## src/rtl/bst_seq_pkg.sv

```systemverilog
package bst_seq_pkg;
  typedef enum logic [1:0] {
    PH_IDLE  = 2'd0,
    PH_ON    = 2'd1,
    PH_SPENT = 2'd2
  } phase_t;

  localparam int unsigned FLAG_REV  = 0;
  localparam int unsigned FLAG_OLIM = 1;
  localparam int unsigned NUM_FLAGS = 2;
endpackage

```

## src/rtl/flag_sync.sv

```systemverilog
module flag_sync #(
  parameter int unsigned WIDTH  = 2,
  parameter int unsigned STAGES = 2
) (
  input  logic             clk,
  input  logic             rst_n,
  input  logic [WIDTH-1:0] async_in,
  output logic [WIDTH-1:0] sync_out
);
  logic [STAGES-1:0][WIDTH-1:0] chain;

  for (genvar s = 0; s < STAGES; s++) begin : g_stage
    if (s == 0) begin : g_first
      always_ff @(posedge clk) begin
        if (!rst_n) chain[s] <= '0;
        else        chain[s] <= async_in;
      end
    end else begin : g_next
      always_ff @(posedge clk) begin
        if (!rst_n) chain[s] <= '0;
        else        chain[s] <= chain[s-1];
      end
    end
  end

  assign sync_out = chain[STAGES-1];
endmodule

```

## src/rtl/phase_ctrl.sv

```systemverilog
module phase_ctrl
  import bst_seq_pkg::*;
(
  input  logic clk,
  input  logic rst_n,
  input  logic ls_on,
  input  logic pwr_good,
  input  logic rev_s,
  input  logic olim_s,
  output logic sw_en,
  output logic ilim_en
);
  phase_t state;
  logic   ilim_q;

  always_ff @(posedge clk) begin
    if (!rst_n) begin
      state  <= PH_IDLE;
      ilim_q <= 1'b0;
    end else if (!ls_on) begin
      state  <= PH_IDLE;
      ilim_q <= 1'b0;
    end else if (!pwr_good) begin
      state  <= PH_SPENT;
      ilim_q <= 1'b0;
    end else begin
      unique case (state)
        PH_IDLE: begin
          state  <= PH_ON;
          ilim_q <= 1'b1;
        end
        PH_ON: begin
          if (rev_s) begin
            state  <= PH_SPENT;
            ilim_q <= 1'b0;
          end else if (!olim_s) begin
            ilim_q <= 1'b0;
          end
        end
        PH_SPENT: begin
          state <= PH_SPENT;
        end
        default: begin
          state  <= PH_IDLE;
          ilim_q <= 1'b0;
        end
      endcase
    end
  end

  assign sw_en   = (state == PH_ON);
  assign ilim_en = ilim_q;

  a_r1_idle_off: assert property (@(posedge clk) disable iff (!rst_n)
    !ls_on |=> (!sw_en && !ilim_en));

  a_r8_power_drop: assert property (@(posedge clk) disable iff (!rst_n)
    !pwr_good |=> (!sw_en && !ilim_en));

  a_r4_reverse_off: assert property (@(posedge clk) disable iff (!rst_n)
    (sw_en && rev_s) |=> !sw_en);

  a_r3_no_retrigger: assert property (@(posedge clk) disable iff (!rst_n)
    ((state == PH_SPENT) && ls_on) |=> !sw_en);

  a_r5_arm_at_start: assert property (@(posedge clk) disable iff (!rst_n)
    $rose(sw_en) |-> ilim_en);

  a_r5_arm_needs_switch: assert property (@(posedge clk) disable iff (!rst_n)
    ilim_en |-> sw_en);

  a_r6_stay_disarmed: assert property (@(posedge clk) disable iff (!rst_n)
    (sw_en && !ilim_en) |=> !ilim_en);
endmodule

```

## src/rtl/bst_phase_seq.sv

```systemverilog
module bst_phase_seq
  import bst_seq_pkg::*;
#(
  parameter int unsigned SYNC_STAGES = 2
) (
  input  logic clk,
  input  logic rst_n,
  input  logic ls_cmd,
  input  logic rev_flag,
  input  logic olim_flag,
  input  logic aux_good,
  output logic bst_gate_en,
  output logic ilim_arm
);
  logic [NUM_FLAGS-1:0] flags_raw;
  logic [NUM_FLAGS-1:0] flags_s;

  always_comb begin
    flags_raw            = '0;
    flags_raw[FLAG_REV]  = rev_flag;
    flags_raw[FLAG_OLIM] = olim_flag;
  end

  flag_sync #(
    .WIDTH (NUM_FLAGS),
    .STAGES(SYNC_STAGES)
  ) u_sync (
    .clk     (clk),
    .rst_n   (rst_n),
    .async_in(flags_raw),
    .sync_out(flags_s)
  );

  phase_ctrl u_ctrl (
    .clk     (clk),
    .rst_n   (rst_n),
    .ls_on   (ls_cmd),
    .pwr_good(aux_good),
    .rev_s   (flags_s[FLAG_REV]),
    .olim_s  (flags_s[FLAG_OLIM]),
    .sw_en   (bst_gate_en),
    .ilim_en (ilim_arm)
  );
endmodule

```

## config.mk

```make
export PLATFORM = sky130hd
export DESIGN_NAME = bst_phase_seq
export DESIGN_NICKNAME = d
export VERILOG_FILES = /design/src/rtl/bst_seq_pkg.sv /design/src/rtl/flag_sync.sv /design/src/rtl/phase_ctrl.sv /design/src/rtl/bst_phase_seq.sv
export SDC_FILE = /design/constraint.sdc
export NUM_CORES = 1
export LEC_CHECK = 0
export ABC_CLOCK_PERIOD_IN_PS = 1200
export BUFFER_PORTS_ARGS = -buffer_cell sky130_fd_sc_hd__buf_4
export CAP_MARGIN = 20
export CORE_AREA = 5 5 42 44
export DETAILED_ROUTE_END_ITERATION = 7
export DIE_AREA = 0 0 47 49
export HOLD_SLACK_MARGIN = 0.1
export PLACE_DENSITY = 0.5
export SLEW_MARGIN = 20
export SYNTH_ARGS = -nofsm -noshare
export SYNTH_HDL_FRONTEND = slang
export SYNTH_HIERARCHICAL = 1
export SYNTH_SLANG_ARGS = --single-unit
```

## constraint.sdc

```tcl
create_clock -name clk -period 1.2 [get_ports clk]
set_clock_uncertainty 0.05 [all_clocks]
set_input_delay 0.24 -clock clk [delete_from_list [all_inputs] [get_ports clk]]
set_output_delay 0.24 -clock clk [all_outputs]
set_load 0.02 [all_outputs]
```

==> run_results.csv <==
group,metric,value,unit
timing,period_minus_slack,1.22,ns
detailed_routing,ant_nets,0,
pwr,vdd_drop_max,0.419,mV
placement,gp_congestion,0.731,
detailed_routing,wl_met2,381,um
global_routing,overflow,0,
placement,io_buffer_count,7,
clock_tree,clockBufferDepth,2,
logic_synthesis,syn_avg_cell_area,10.7,um2
pwr,switchingPower,127,uW
pwr,power.density,1060,mW/mm2
detailed_routing,via_per_inst,4.23,
die,core-area,0.00140,mm2
timing,worst_slack,-0.0175,ns
pwr,comb_power_share,15.2,%
worst_hold_path,holdPathStages,2,
final_layout,fill_cells,165,
detailed_routing,wl_met1,196,um
timing,maxSlewHeadroom,90.9,%
logic_synthesis,ys_ff_latch,7,
timing,final_max_slew_viol_count,0,
final_layout,final_cell_mix,"10 x buf_4, 5 x dfxtp_1, 4 x and2_1, 3 x clkbuf_4, 3 x ha_4",
flow_run,drv_cap,0,
pwr,p_int,419,uW
global_routing,grt_pass1_vias,259,
logic_synthesis,syn_nets,41,
global_routing,antenna_found_initial,0,
die,fp-row-count,14,
clock_tree,clk_pin_slew,0.05,ns
status,failed_checks,"negative setup slack",
worst_setup_path,cp.required,0.91,ns
logic_synthesis,synth_warnings,6,
timing,rsz0062_at_grt,"true",
global_routing,grt_first_pass_wirelength,945,um
detailed_routing,wl_per_cell,10.7,um
detailed_routing,dr.max_layer_used,"met4",
die,die_area,0.00230,mm2
detailed_routing,via_count,258,
worst_setup_path,critPathLaunchType,"flop",
detailed_routing,drtIter0Drc,1,
final_layout,drive_gt1_share,55.6,%
detailed_routing,dr.pass1.iters,2,
clock_tree,cts_max_level,1,
pwr,finalPower,546,uW
final_layout,layout_commonest_cell,"buf_4",
clock_tree,cts_tree,"done",
pwr,swShare,23.3,%
logic_synthesis,synth_seq_area_share,42.3,%
timing,tightest_slew,0.133,ns
detailed_routing,met3_length,45,um
pwr,seq_power_share,46.2,%
timing,fmax,821,MHz
global_routing,grt_usage,6.48,%
die,die_h,49,um
logic_synthesis,syn_area,332,um2
worst_setup_path,worst-r2r-cell-count,6,
die,die_w,47,um
placement,post-place-ws,-0.0109,ns
clock_tree,clock_latency,0.25,ns
detailed_routing,drt_wl_total,652,um
pwr,clkPwrFrac,38.6,%
worst_setup_path,worstSetupEndpointType,"output port",
pwr,p_leak,0.000241,uW
timing,finalHoldViolations,0,
clock_tree,cts-root-buf,"clkbuf_4",
die,ioPinCount,8,
clock_tree,clkSinkCount,7,
status,status,"complete, but fails checks",
clock_tree,cts_buffers,3,
global_routing,grt_max_degree,7,
detailed_routing,drc,0,
final_layout,syn_to_final_growth,55.1,%
timing,fin_crit_sh,101,%
worst_setup_path,critPathKind,"reg -> out",
worst_setup_path,crit_fanout,3,
final_layout,insertedDiodeCount,0,
die,start_util,23.7,%
worst_setup_path,crit_arrival,0.93,ns
timing,setup_viol,1,
worst_hold_path,hold_path.class,"in -> reg",
final_layout,nets,56,
logic_synthesis,synth_cells,31,
logic_synthesis,synth_cell_types,14,
state kept, by name, summed over array words and instances (netlist names):
signal,cells
u_ctrl/state,2
u_sync/chain,2
u_sync/sync_out,2
u_ctrl/ilim_en,1
power by group through the flow:
stage	clock (uW)	combinational (uW)	sequential [uW]
after floorplan	0	36.2	254
after global placement	0	54.4	255
after detailed placement	0	57.3	255
after CTS	221	70.4	251
after global routing	238	92.2	253
final	211	83.2	252
cell type report:
cell class | count | area (um2) | share of cell area, %
Multi-Input combinational cell | 19 | 213 | 41.4
Sequential cell | 7 | 145 | 28.2
Timing Repair Buffer | 12 | 96.3 | 18.7
Clock buffer | 4 | 26.3 | 5.11
Tap cell | 16 | 20.0 | 3.89
Inverter | 3 | 13.8 | 2.68
metal layers:
layer	vias up	global-route usage, %
li1	125	-
met4	0	8.29
met2	10	9.95
met5	-	0
met1	120	4.63
met3	3	3.32
synthesized netlist by cell type:
library cell	n	share of area (%)
nor2b_2	1	2.6
nand3b_4	1	6.0
nand3_1	2	3.0
nand2_1	1	1.1
inv_1	3	3.4
buf_4	2	4.5
dfxtp_1	7	42
and2_1	4	7.5
nor2_1	1	1.1
a21bo_1	1	3.0
mux2i_1	2	6.0
a21oi_1	1	1.5
ha_1	4	15
a21oi_2	1	2.6
timing repair:
item | in CTS | in global routing
hold buffers | 1 | 0
endpoints found under the setup margin | 2 | 4
pin swaps | 1 | 4
hold endpoints to repair | 1 | 0
buffers inserted | 3 | 1
gates resized for setup | 5 | 8
through the flow:
stage | instances | utilization [%] | setup TNS, ns | area (um2) | hold slack, ns
after floorplan | 31 | - | 0 | 334 | 0.277
after global placement | 52 | 27.9 | 0 | 392 | 0.367
after detailed placement | 52 | 27.9 | -0.0109 | 392 | 0.375
after CTS | 60 | 33.3 | -0.00114 | 467 | 0.138
after global routing | 61 | 36.7 | -0.0896 | 514 | 0.141
final | 61 | 36.7 | -0.0175 | 514 | 0.148
final timing paths:
| check | from | end | slack (ns) |
|---|---|---|---|
| worst max-delay path | u_ctrl/state[1]$_SDFFE_PN0P_ | bst_gate_en | -0.02 |
| worst min-delay path | olim_flag | u_sync/chain[1]$_SDFF_PN0_ | 0.15 |
| worst max register to register | u_ctrl/state[1]$_SDFFE_PN0P_ | u_ctrl/ilim_en$_SDFFE_PN0P_ | 0.04 |
| worst min register to register | u_sync/chain[0]$_SDFF_PN0_ | u_sync/sync_out[0]$_SDFF_PN0_ | 0.39 |
cell families (layout without fill, tap and decap cells):
logic type	Yosys count	in the layout	synth area share (%)
simple gates	10	10	21.5
compound gates	3	3	7.17
fa+ha+maj	4	4	15.1
buf+inv	5	19	7.92
flops	7	7	42.3
mux	2	2	6.04
worst max-delay path, stage by stage (launching register included):
cell	delay, ns
dfxtp_2	0.35
inv_4	0.05
ha_4	0.15
buf_6	0.12
Note: power is estimated with default switching activity, not from simulation.
